==> src/rtl/burst_col_pkg.sv <==
package burst_col_pkg;
  localparam int MODE_W    = 8;
  localparam int TYPE_BIT  = 3;
  localparam int WMODE_BIT = 7;

  typedef struct packed {
    logic       full;  // page burst, ends only on stop
    logic       ilv;   // interleaved order
    logic [1:0] lg2;   // log2 of finite length
  } burst_cfg_t;
endpackage

==> src/rtl/burst_mode_decode.sv <==
module burst_mode_decode
  import burst_col_pkg::*;
(
  input  logic [MODE_W-1:0] mode_i,
  input  logic              is_write_i,
  output burst_cfg_t        cfg_o
);
  always_comb begin
    cfg_o = '0;
    unique case (mode_i[2:0])
      3'd0: cfg_o.lg2 = 2'd0;
      3'd1: cfg_o.lg2 = 2'd1;
      3'd2: cfg_o.lg2 = 2'd2;
      3'd3: cfg_o.lg2 = 2'd3;
      3'd7: cfg_o.full = 1'b1;
      default: cfg_o.lg2 = 2'd0;  // reserved
    endcase
    cfg_o.ilv = mode_i[TYPE_BIT] & ~cfg_o.full;
    if (is_write_i && mode_i[WMODE_BIT]) cfg_o = '0;
  end
endmodule

==> src/rtl/burst_beat_ctrl.sv <==
module burst_beat_ctrl
  import burst_col_pkg::*;
#(
  parameter int COL_W = 8
) (
  input  logic             clk_i,
  input  logic             rst_ni,
  input  logic             start_i,
  input  logic             stop_i,
  input  burst_cfg_t       cfg_i,
  input  logic [COL_W-1:0] col_i,
  output logic             active_o,
  output logic [COL_W-1:0] beat_o,
  output logic [COL_W-1:0] base_o,
  output logic [COL_W-1:0] mask_o,
  output burst_cfg_t       cfg_o,
  output logic             last_o
);
  logic             active_q;
  logic [COL_W-1:0] beat_q, base_q;
  burst_cfg_t       cfg_q;

  always_comb begin
    if (cfg_q.full) mask_o = '1;
    else            mask_o = COL_W'((32'd1 << cfg_q.lg2) - 32'd1);
  end

  assign last_o   = active_q & ~cfg_q.full & (beat_q == mask_o);
  assign active_o = active_q;
  assign beat_o   = beat_q;
  assign base_o   = base_q;
  assign cfg_o    = cfg_q;

  always_ff @(posedge clk_i or negedge rst_ni) begin
    if (!rst_ni) begin
      active_q <= 1'b0;
      beat_q   <= '0;
      base_q   <= '0;
      cfg_q    <= '0;
    end else if (start_i) begin
      active_q <= 1'b1;
      beat_q   <= '0;
      base_q   <= col_i;
      cfg_q    <= cfg_i;
    end else if (stop_i || last_o) begin
      active_q <= 1'b0;
      beat_q   <= '0;
    end else if (active_q) begin
      beat_q   <= beat_q + 1'b1;  // page wraps modulo 2**COL_W
    end
  end
endmodule

==> src/rtl/burst_col_map.sv <==
module burst_col_map #(
  parameter int COL_W = 8
) (
  input  logic [COL_W-1:0] base_i,
  input  logic [COL_W-1:0] beat_i,
  input  logic [COL_W-1:0] mask_i,
  input  logic             ilv_i,
  output logic [COL_W-1:0] col_o
);
  logic [COL_W-1:0] sum;
  assign sum = base_i + beat_i;

  for (genvar i = 0; i < COL_W; i++) begin : g_bit
    always_comb begin
      if (!mask_i[i])  col_o[i] = base_i[i];
      else if (ilv_i)  col_o[i] = base_i[i] ^ beat_i[i];
      else             col_o[i] = sum[i];
    end
  end
endmodule

==> src/rtl/burst_col_seq.sv <==
module burst_col_seq
  import burst_col_pkg::*;
#(
  parameter int COL_W  = 8,
  parameter int ADDR_W = 10
) (
  input  logic              clk_i,
  input  logic              rst_ni,
  input  logic [MODE_W-1:0] mode_i,
  input  logic              start_i,
  input  logic              is_write_i,
  input  logic [ADDR_W-1:0] start_col_i,
  input  logic              stop_i,
  output logic [COL_W-1:0]  col_o,
  output logic              valid_o,
  output logic              done_o
);
  burst_cfg_t       cfg_new, cfg_q;
  logic             active;
  logic             full_q;
  logic [COL_W-1:0] beat, base, mask, col_raw;
  logic             unused_bits;

  assign unused_bits = ^{start_col_i[ADDR_W-1:COL_W], mode_i[6:4]};

  burst_mode_decode u_dec (
    .mode_i     (mode_i),
    .is_write_i (is_write_i),
    .cfg_o      (cfg_new)
  );

  burst_beat_ctrl #(.COL_W(COL_W)) u_ctrl (
    .clk_i    (clk_i),
    .rst_ni   (rst_ni),
    .start_i  (start_i),
    .stop_i   (stop_i),
    .cfg_i    (cfg_new),
    .col_i    (start_col_i[COL_W-1:0]),
    .active_o (active),
    .beat_o   (beat),
    .base_o   (base),
    .mask_o   (mask),
    .cfg_o    (cfg_q),
    .last_o   (done_o)
  );

  burst_col_map #(.COL_W(COL_W)) u_map (
    .base_i (base),
    .beat_i (beat),
    .mask_i (mask),
    .ilv_i  (cfg_q.ilv),
    .col_o  (col_raw)
  );

  assign full_q  = cfg_q.full;
  assign valid_o = active;
  assign col_o   = active ? col_raw : '0;
endmodule

==> config.mk <==
export PLATFORM = sky130hd
export DESIGN_NAME = burst_col_seq
export DESIGN_NICKNAME = d
export VERILOG_FILES = /design/src/rtl/burst_col_pkg.sv /design/src/rtl/burst_mode_decode.sv /design/src/rtl/burst_beat_ctrl.sv /design/src/rtl/burst_col_map.sv /design/src/rtl/burst_col_seq.sv
export SDC_FILE = /design/constraint.sdc
export NUM_CORES = 1
export LEC_CHECK = 0
export ABC_AREA = 0
export BUFFER_PORTS_ARGS = -buffer_cell sky130_fd_sc_hd__buf_2
export CAP_MARGIN = 10
export CORE_MARGIN = 1.5
export CORE_UTILIZATION = 53
export DETAILED_ROUTE_END_ITERATION = 8
export PLACE_DENSITY = 0.78
export RECOVER_POWER = 100
export SLEW_MARGIN = 20
export SYNTH_ARGS = -nofsm -noshare
export SYNTH_HDL_FRONTEND = slang
export SYNTH_SLANG_ARGS = --single-unit
==> constraint.sdc <==
create_clock -name clk_i -period 2.9 [get_ports clk_i]
set_input_delay 0.145 -clock clk_i [delete_from_list [all_inputs] [get_ports clk_i]]
set_output_delay 0.145 -clock clk_i [all_outputs]
set_load 0.05 [all_outputs]
==> results of run 1 <==
[flip-flops by register name, indices dropped and copies added (netlist names)]
signal	count
u_ctrl.beat_o	8
u_ctrl.active_o	1
u_ctrl.base_o	8
u_ctrl.cfg_o	4
[final cells by class]
class                   instances  area [um2]  share of cell area
repair buffers                 29         144              0.0877
well taps                      30        37.5              0.0229
flip-flops and latches         21         526               0.320
inverters                       6        22.5              0.0137
clock inverters                 1        5.00             0.00305
multi-input cells             124         885               0.539
clock buffers                   3        22.5              0.0137
[worst paths after layout]
kind	from	to	slack (ns)
worst max register to register	u_ctrl.cfg_o[0]$_DFFE_PN0P_	u_ctrl.beat_o[4]$_DFFE_PN0P_	0.44
worst max-delay path	u_ctrl.cfg_o[0]$_DFFE_PN0P_	done_o	0.15
min in group asynchronous	rst_ni	u_ctrl.active_o$_DFFE_PN0P_	0.56
max in group asynchronous	rst_ni	u_ctrl.base_o[1]$_DFFE_PN0P_	1.66
worst min-delay path	stop_i	u_ctrl.active_o$_DFFE_PN0P_	0.02
worst min register to register	u_ctrl.base_o[0]$_DFFE_PN0P_	u_ctrl.base_o[0]$_DFFE_PN0P_	0.55
[kinds of logic after synthesis]
family                   Yosys count
multiplexers                      11
adder cells (fa/ha/maj)           10
AO/OA/AOI/OAI                     40
AND/OR/NAND/NOR                   51
buffers and inverters             13
XOR/XNOR                          12
flip-flops                        21
[routing by layer]
metal,up-vias,GRT usage,wire [um]
met5,-,0,0
met4,0,0.0732,44
met3,5,0.0328,130
met2,32,0.379,1530
met1,618,0.293,1430
li1,623,-,-
[per-stage QoR]
step | instances | hold slack, ns
global placement | 209 | 0.123
global route | 214 | 0.0209
finish | 214 | 0.0217
CTS | 214 | 0.0167
floorplan | 158 | -0.151
detailed placement | 209 | 0.130
[power breakdown]
part	switching, mW	internal (mW)	leakage, nW
Combinational	0.174	0.0869	0.454
Sequential	0.0242	0.311	0.269
Clock	0.0963	0.0516	0.0177
[what timing repair did]
item	4_1_cts	5_1_grt
setup buffers	0	0
hold buffers	1	0
resized for setup	0	0
endpoints found under the hold margin	21	0
[placed cells by master, fill, tap and decap left out, types with 6 or more instances in the layout]
master	n
nand2_1	10
xor2_1	6
dfrtp_1	21
xnor2_1	6
ha_1	9
a21oi_1	14
clkbuf_1	7
nor2_1	16
mux2_2	8
o21ai_0	8
buf_2	17
[worst register-to-register path, cell delays in order, from the launching register on]
cell and delay, ns:
dfrtp_1 0.47, or2_1 0.29, ha_1 0.34, xnor2_1 0.13, or4_4 0.43, nor4_4 0.32
or3_1 0.30, nor2_1 0.09
==> impl_metrics.tcl, run 1 <==
set metrics [dict create \
    nets 218 \
    hold_depth 2 \
    rsz0062_at_grt "false" \
    drv_cap 0 \
    clock_latency_ns 0.31 \
    dpl-instance-area_um2 1610 \
    antenna_found_initial 0 \
    synth_most_common_cell "dfrtp_1" \
    cts_sinks 21 \
    cts-root-buf "clkbuf_4" \
    required_ns 2.76 \
    finalWorstSetupSlack_ns 0.153 \
    cts_tree "built" \
    setup-tns-final_ns 0 \
    gp_congestion 0.826 \
    synthAdderAreaFrac 0.0906 \
    avgSynthCellArea_um2 9.27 \
    worst_slew_pin_slew_ns 1.15 \
    ys_seq_area_frac 0.359 \
    initial_utilization 0.575 \
    finalPower_mw 0.744 \
    arrival_ns 2.60 \
    yosys_register_bits 21 \
    setup_violations 0 \
    worstSetupEndpointType "primary output" \
    synthArstFlopShare 1.00 \
    hpwlAfterDp_mm 2.41 \
    final_core_util 0.645 \
    synthToLayoutAreaGrowth_pct 12.1 \
    cts.reportedPaths.clkPinSlew_ns 0.12 \
    criticalPathCategory "reg2out" \
    avgViaCountPerCell 5.97 \
    num-fill-cells 234 \
    yosysUniqueCellTypes 43 \
    cp.depth 6 \
    overflow 0 \
    grt_pass1_vias 1273 \
    r2r_cells 7 \
    grt_max_degree 22 \
    critPathMaxFanout 6 \
    ys_top_cells_by_count "dfrtp_1, nor2_1, a21oi_1, nand2_1, ha_1" \
    hold_violations 0 \
    vias 1278 \
    synth_ff_type "dfrtp_1" \
    final_max_slew_viol_count 0 \
    vdd_drop_max_mv 0.288 \
    max-clock-path-buffers 2 \
    die_y_um 55.6 \
    hp-class "in2reg" \
    synth.area.top_cells "dfrtp_1, ha_1, mux2_2" \
    synthMuxAreaShare 0.0821 \
    wl_per_cell_um 14.7 \
    place_worst_setup_slack_ns 0.476 \
    ys_warn_count 0 \
    synth_top_area_share 0.359 \
    drt-total-wl_mm 3.14 \
    relSlewSlack 0.234 \
    remaining_drc_errors 0 \
    rows 18 \
    slowest_delay_ns 0.47 \
    period_share 0.947 \
    status "completed" \
    postSynthCellCount 158 \
    drtIter0Drc 36 \
    fin_skew_ns 0.00219 \
    num_antenna_cells 0 \
    yosysTopAreaCell "dfrtp_1" \
    p_leak_nw 0.741 \
    period_minus_slack_ns 2.75 \
    drive_above_1_share 0.201 \
    synth-edff-count 0 \
    path_delay_family "simple AND/OR/NAND/NOR gates" \
    syn_area_um2 1460 \
    dieArea_um2 3090 \
    synth_compound_area_frac 0.174 \
    cp_num_buf_inv 1 \
    ant_nets 0 \
    max_freq_mhz 364 \
    portBuffers 27 \
    cp_slowest_cell "dfrtp_1" \
    yosys.area_share.simple 0.186 \
    synth_xor_area_frac 0.0718 \
    grt_usage 0.224 \
    top_level_ports 33 \
    path_cells "or2_1 -> ha_1 -> xnor2_1 -> or4_4 -> nor4_4 -> buf_2" \
    design_area_um2 1640 \
    worstSetupStartpointType "flip-flop" \
    cts_buffers 3 \
    power.density_nw_per_um2 453 \
    grt_first_pass_wirelength_mm 5.61 \
    synth_top_family_by_area "simple AND/OR/NAND/NOR gates" \
    htree_levels 1 \
    synth_nets 191 \
    core_area_um2 2540 \
    drtPass1Iterations 4 \
    chipWidth_um 55.6 \
]
Note: power is estimated with default switching activity, not from simulation.
==> run 2, diff against run 1 <==
--- a/config.mk
+++ b/config.mk
@@ -9,9 +9,10 @@
 export BUFFER_PORTS_ARGS = -buffer_cell sky130_fd_sc_hd__buf_2
 export CAP_MARGIN = 10
 export CORE_MARGIN = 1.5
-export CORE_UTILIZATION = 53
+export CORE_UTILIZATION = 56
 export DETAILED_ROUTE_END_ITERATION = 8
-export PLACE_DENSITY = 0.78
+export HOLD_SLACK_MARGIN = 0.06
+export PLACE_DENSITY = 0.82
 export RECOVER_POWER = 100
 export SLEW_MARGIN = 20
 export SYNTH_ARGS = -nofsm -noshare
==> constraint.sdc (replaced) <==
create_clock -name clk_i -period 3.6 [get_ports clk_i]
set_input_delay 0.18 -clock clk_i [delete_from_list [all_inputs] [get_ports clk_i]]
set_output_delay 0.18 -clock clk_i [all_outputs]
set_load 0.05 [all_outputs]
==> impl_metrics.tcl, run 2 (synthesized netlist as in run 1, its figures left out) <==
set metrics [dict create \
    die_y_um 54.1 \
    vdd_drop_max_mv 0.300 \
    cts_buffers 3 \
    clock_latency_ns 0.32 \
    initial_utilization 0.591 \
    wl_per_cell_um 14.8 \
    r2r_start "u_ctrl.cfg_o[0]$_DFFE_PN0P_" \
    worst_r2r_endpoint "u_ctrl.beat_o[5]$_DFFE_PN0P_" \
    top_level_ports 33 \
    worstSetupEndpointType "primary output" \
    chipWidth_um 54.1 \
    worst_slew_pin_slew_ns 1.18 \
    drtIter0Drc 16 \
    design_area_um2 1620 \
    final_max_slew_viol_count 0 \
    dieArea_um2 2930 \
    num-fill-cells 212 \
    remaining_drc_errors 0 \
    core_area_um2 2480 \
    required_ns 3.42 \
    arrival_ns 2.84 \
    htree_levels 1 \
    setup-tns-final_ns 0 \
    synthToLayoutAreaGrowth_pct 10.9 \
    num_antenna_cells 0 \
    p_leak_nw 0.724 \
    drv_cap 0 \
    cp_slowest_cell "nor4_1" \
    max_freq_mhz 331 \
    grt_usage 0.248 \
    avgViaCountPerCell 5.90 \
    ant_nets 0 \
    grt_first_pass_wirelength_mm 5.24 \
    dpl-instance-area_um2 1610 \
    portBuffers 27 \
    max-clock-path-buffers 2 \
    vias 1262 \
    path_cells "or2_0 -> ha_1 -> xnor2_1 -> or4_4 -> nor4_1 -> buf_2" \
    ctsResizeCount 0 \
    relSlewSlack 0.217 \
    cts_tree "built" \
    hold_violations 0 \
    rows 18 \
    slowest_delay_ns 0.51 \
    cts.reportedPaths.clkPinSlew_ns 0.12 \
    cp.depth 6 \
    r2r_cells 7 \
    overflow 0 \
    path_delay_family "simple AND/OR/NAND/NOR gates" \
    status "completed" \
    rrSetupSlack_ns 0.90 \
    nets 218 \
    setup_violations 0 \
    power.density_nw_per_um2 363 \
    antenna_found_initial 0 \
    period_share 0.839 \
    gp_congestion 0.878 \
    worstSetupStartpointType "flip-flop" \
    endpoint "done_o" \
    cts_sinks 21 \
    rsz0062_at_grt "false" \
    criticalPathCategory "reg2out" \
    period_minus_slack_ns 3.02 \
    cts-root-buf "clkbuf_4" \
    grt_pass1_vias 1223 \
    hp-class "in2reg" \
    critPathMaxFanout 6 \
    regArea_um2 526 \
    drive_above_1_share 0.168 \
    hpwlAfterDp_mm 2.42 \
    timing.hold.ws_ns 0.0864 \
    final_common_cell "dfrtp_1" \
    layout_common_cells "dfrtp_1, buf_2, nor2_1" \
    fin_skew_ns 0.0134 \
    cp_num_buf_inv 1 \
    grt_max_degree 22 \
    multiInputGateArea_um2 870 \
    drt-total-wl_mm 3.17 \
    crit_start "u_ctrl.cfg_o[0]$_DFFE_PN0P_" \
    drtPass1Iterations 5 \
]
## run 2: changes by cell type in the layout (fill, tap and decap cells not counted), sizes merged
cell         change
buf              -1
dlygate4sd3      +1
clkbuf           +1
clkinv           -1
## run 2: worst min path at each step
| stage | start | end | slack [ns] | cells past startpoint |
|---|---|---|---|---|
| after global routing | start_col_i[2] | u_ctrl.base_o[2]$_DFFE_PN0P_ | 0.09 | 2 |
| final | start_col_i[0] | u_ctrl.base_o[0]$_DFFE_PN0P_ | 0.09 | 2 |
| after global placement | rst_ni | u_ctrl.cfg_o[0]$_DFFE_PN0P_ | 0.15 | 1 |
| after CTS | start_col_i[1] | u_ctrl.base_o[1]$_DFFE_PN0P_ | 0.09 | 2 |
| after detailed placement | rst_ni | u_ctrl.cfg_o[0]$_DFFE_PN0P_ | 0.17 | 1 |
| after floorplan | rst_ni | u_ctrl.active_o$_DFFE_PN0P_ | -0.12 | 0 |
## run 2: where the power goes
part | internal (mW) | total [mW] | switching (mW) | leakage (nW)
logic | 0.0650 | 0.199 | 0.134 | 0.441
registers | 0.250 | 0.274 | 0.0238 | 0.269
clock network | 0.0433 | 0.116 | 0.0731 | 0.0150
## run 2: what timing repair did
item / in CTS / in global routing
hold buffers: 2 / 0
endpoints found under the hold margin: 22 / 0
setup buffers: 0 / 0
## run 2: layout make-up
type,count,share of cell area
clock buffers,4,0.0162
inverters,6,0.0139
multi-input cells,124,0.535
flip-flops and latches,21,0.324
well taps,30,0.0231
repair buffers,29,0.0878
## run 2: layer usage
layer  global-route usage  vias to the layer above  routed length [um]
met5                    0                        -                   0
met4               0.0667                        0                  23
met2                0.434                       32                1570
li1                     -                      626                   -
met3               0.0333                        3                 122
met1                0.319                      601                1450
## run 2: through the flow
step	std cells	util	worst slack [ns]	total power, mW
after global routing	214	0.656	0.481	0.621
after global placement	208	0.648	1.15	0.479
after detailed placement	208	0.648	1.12	0.485
final	214	0.656	0.580	0.590
after CTS	214	0.667	0.782	0.599
after floorplan	158	-	0.786	0.435
==> run 3, diff against run 2 <==
--- a/config.mk
+++ b/config.mk
@@ -9,10 +9,10 @@
 export BUFFER_PORTS_ARGS = -buffer_cell sky130_fd_sc_hd__buf_2
 export CAP_MARGIN = 10
 export CORE_MARGIN = 1.5
-export CORE_UTILIZATION = 56
+export CORE_UTILIZATION = 48
 export DETAILED_ROUTE_END_ITERATION = 8
 export HOLD_SLACK_MARGIN = 0.06
-export PLACE_DENSITY = 0.82
+export PLACE_DENSITY = 0.75
 export RECOVER_POWER = 100
 export SLEW_MARGIN = 20
 export SYNTH_ARGS = -nofsm -noshare
==> constraint.sdc (replaced) <==
create_clock -name clk_i -period 2.5 [get_ports clk_i]
set_input_delay 0.125 -clock clk_i [delete_from_list [all_inputs] [get_ports clk_i]]
set_output_delay 0.125 -clock clk_i [all_outputs]
set_load 0.05 [all_outputs]
==> impl_metrics.tcl, run 3 (synthesized netlist as in run 1, its figures left out) <==
set metrics [dict create \
    status "completed" \
    multiInputGateArea_um2 946 \
    drive_above_1_share 0.292 \
    slowest_delay_ns 0.46 \
    post-place-cells 211 \
    critPathMaxFanout 4 \
    worst_slew_pin_slew_ns 1.17 \
    final_core_util 0.669 \
    initial_utilization 0.517 \
    fin_skew_ns 0.00662 \
    portBuffers 27 \
    cts.reportedPaths.clkPinSlew_ns 0.12 \
    hold_start "mode_i[3]" \
    synthToLayoutAreaGrowth_pct 29.3 \
    drtPass1Iterations 4 \
    layout_common_cells "dfrtp_1, nor2_1, buf_2" \
    arrival_ns 2.31 \
    cts_sinks 21 \
    final_common_cell "dfrtp_1" \
    remaining_drc_errors 0 \
    cts_buffers 3 \
    drv_cap 0 \
    instances_no_fill 233 \
    r2r_cells 8 \
    antenna_found_initial 0 \
    r2r_start "u_ctrl.cfg_o[0]$_DFFE_PN0P_" \
    power.density_nw_per_um2 491 \
    chipWidth_um 58.2 \
    relSlewSlack 0.221 \
    period_minus_slack_ns 2.44 \
    avgViaCountPerCell 5.80 \
    hold_violations 0 \
    rrSetupSlack_ns 0.10 \
    setup_violations 0 \
    cp_slowest_cell "dfrtp_2" \
    path_cells "ha_2 -> fa_1 -> nand3_1 -> nand2_1 -> a41oi_2 -> xor2_1 -> a21oi_1 -> buf_4" \
    cts-root-buf "clkbuf_4" \
    worstSetupStartpointType "flip-flop" \
    core_area_um2 2830 \
    required_ns 2.38 \
    max_freq_mhz 410 \
    top_level_ports 33 \
    p_leak_nw 0.831 \
    period_share 0.975 \
    num_antenna_cells 0 \
    rows 19 \
    worstSetupEndpointType "primary output" \
    ant_nets 0 \
    final_max_slew_viol_count 0 \
    nets 236 \
    grt_max_degree 22 \
    wl_per_cell_um 15.8 \
    vias 1351 \
    hp-class "in2reg" \
    holdPathEnd "u_ctrl.cfg_o[2]$_DFFE_PN0P_" \
    drtIter0Drc 81 \
    grt_pass1_vias 1315 \
    cts_tree "built" \
    die_y_um 58.2 \
    overflow 0 \
    criticalPathCategory "reg2out" \
    grt_usage 0.234 \
    regArea_um2 531 \
    num-fill-cells 229 \
    htree_levels 1 \
    hold_depth 3 \
    grt_first_pass_wirelength_mm 6.00 \
    max-clock-path-buffers 2 \
    drt-total-wl_mm 3.68 \
    dieArea_um2 3390 \
    vdd_drop_max_mv 0.266 \
    gp_congestion 0.805 \
    clock_latency_ns 0.32 \
    worst_r2r_endpoint "u_ctrl.beat_o[7]$_DFFE_PN0P_" \
    hpwlAfterDp_mm 2.47 \
]
## run 3: cell types whose count changed in the layout (fill, tap and decap cells not counted), sizes merged
cell         previous run  this run
dlygate4sd3             2        12
clkbuf                 14        11
buf                    17        28
## run 3: how the worst max path moves through the flow
stage,cells after the start,to,slack [ns],from
2_1_floorplan,8,u_ctrl.beat_o[0]$_DFFE_PN0P_,-0.1,u_ctrl.cfg_o[1]$_DFFE_PN0P_
4_1_cts,6,done_o,-0.04,u_ctrl.cfg_o[1]$_DFFE_PN0P_
3_3_place_gp,7,u_ctrl.beat_o[2]$_DFFE_PN0P_,0.21,u_ctrl.cfg_o[0]$_DFFE_PN0P_
3_5_place_dp,7,u_ctrl.beat_o[0]$_DFFE_PN0P_,0.18,u_ctrl.cfg_o[1]$_DFFE_PN0P_
5_1_grt,8,col_o[6],-0.03,u_ctrl.beat_o[0]$_DFFE_PN0P_
6_report,8,col_o[6],0.06,u_ctrl.beat_o[0]$_DFFE_PN0P_
## run 3: cell type report
class	count	area share
inverters	6	0.0119
clock buffers	4	0.0139
repair buffers	47	0.174
well taps	31	0.0205
flip-flops and latches	21	0.280
multi-input cells	124	0.500
## run 3: power by group
part           switching [mW]  internal, mW  leakage (nW)
registers              0.0296         0.361         0.262
logic                   0.219         0.145         0.554
clock network           0.114        0.0626        0.0150
total                   0.362         0.568         0.831
## run 3: metal layers
| layer | wire [um] | track usage | vias up |
|---|---|---|---|
| li1 | - | - | 658 |
| met1 | 1610 | 0.301 | 649 |
| met2 | 1860 | 0.396 | 37 |
| met3 | 139 | 0.0201 | 7 |
| met4 | 70 | 0.113 | 0 |
| met5 | 0 | 0 | - |
## run 3: worst max-delay path, delay by kind of cell, from the launching register on
kind / cells / cell delay [ns]
fa+ha+maj: 2 / 0.61
compound gates: 2 / 0.40
simple gates: 2 / 0.20
xor+xnor: 1 / 0.10
buf+inv: 1 / 0.21
flops: 1 / 0.46
## run 3: through the flow
step	cell area, um2	setup slack (ns)	power, mW	TNS, ns	hold WS, ns
2_1_floorplan	1480	-0.0962	0.631	-0.766	-0.171
3_3_place_gp	1630	0.213	0.697	0	0.114
3_5_place_dp	1630	0.184	0.708	0	0.117
4_1_cts	1790	-0.0361	0.907	-0.0361	0.0788
5_1_grt	1890	-0.0342	0.987	-0.0355	0.0902
6_report	1890	0.0627	0.930	0	0.0858
## run 3: timing repair
action	4_1_cts	5_1_grt
hold endpoints to repair	32	0
endpoints found under the setup margin	3	8
hold buffers	12	0
resized for setup	5	13
pin swaps	0	3
setup buffers	0	6
gates cloned	0	0
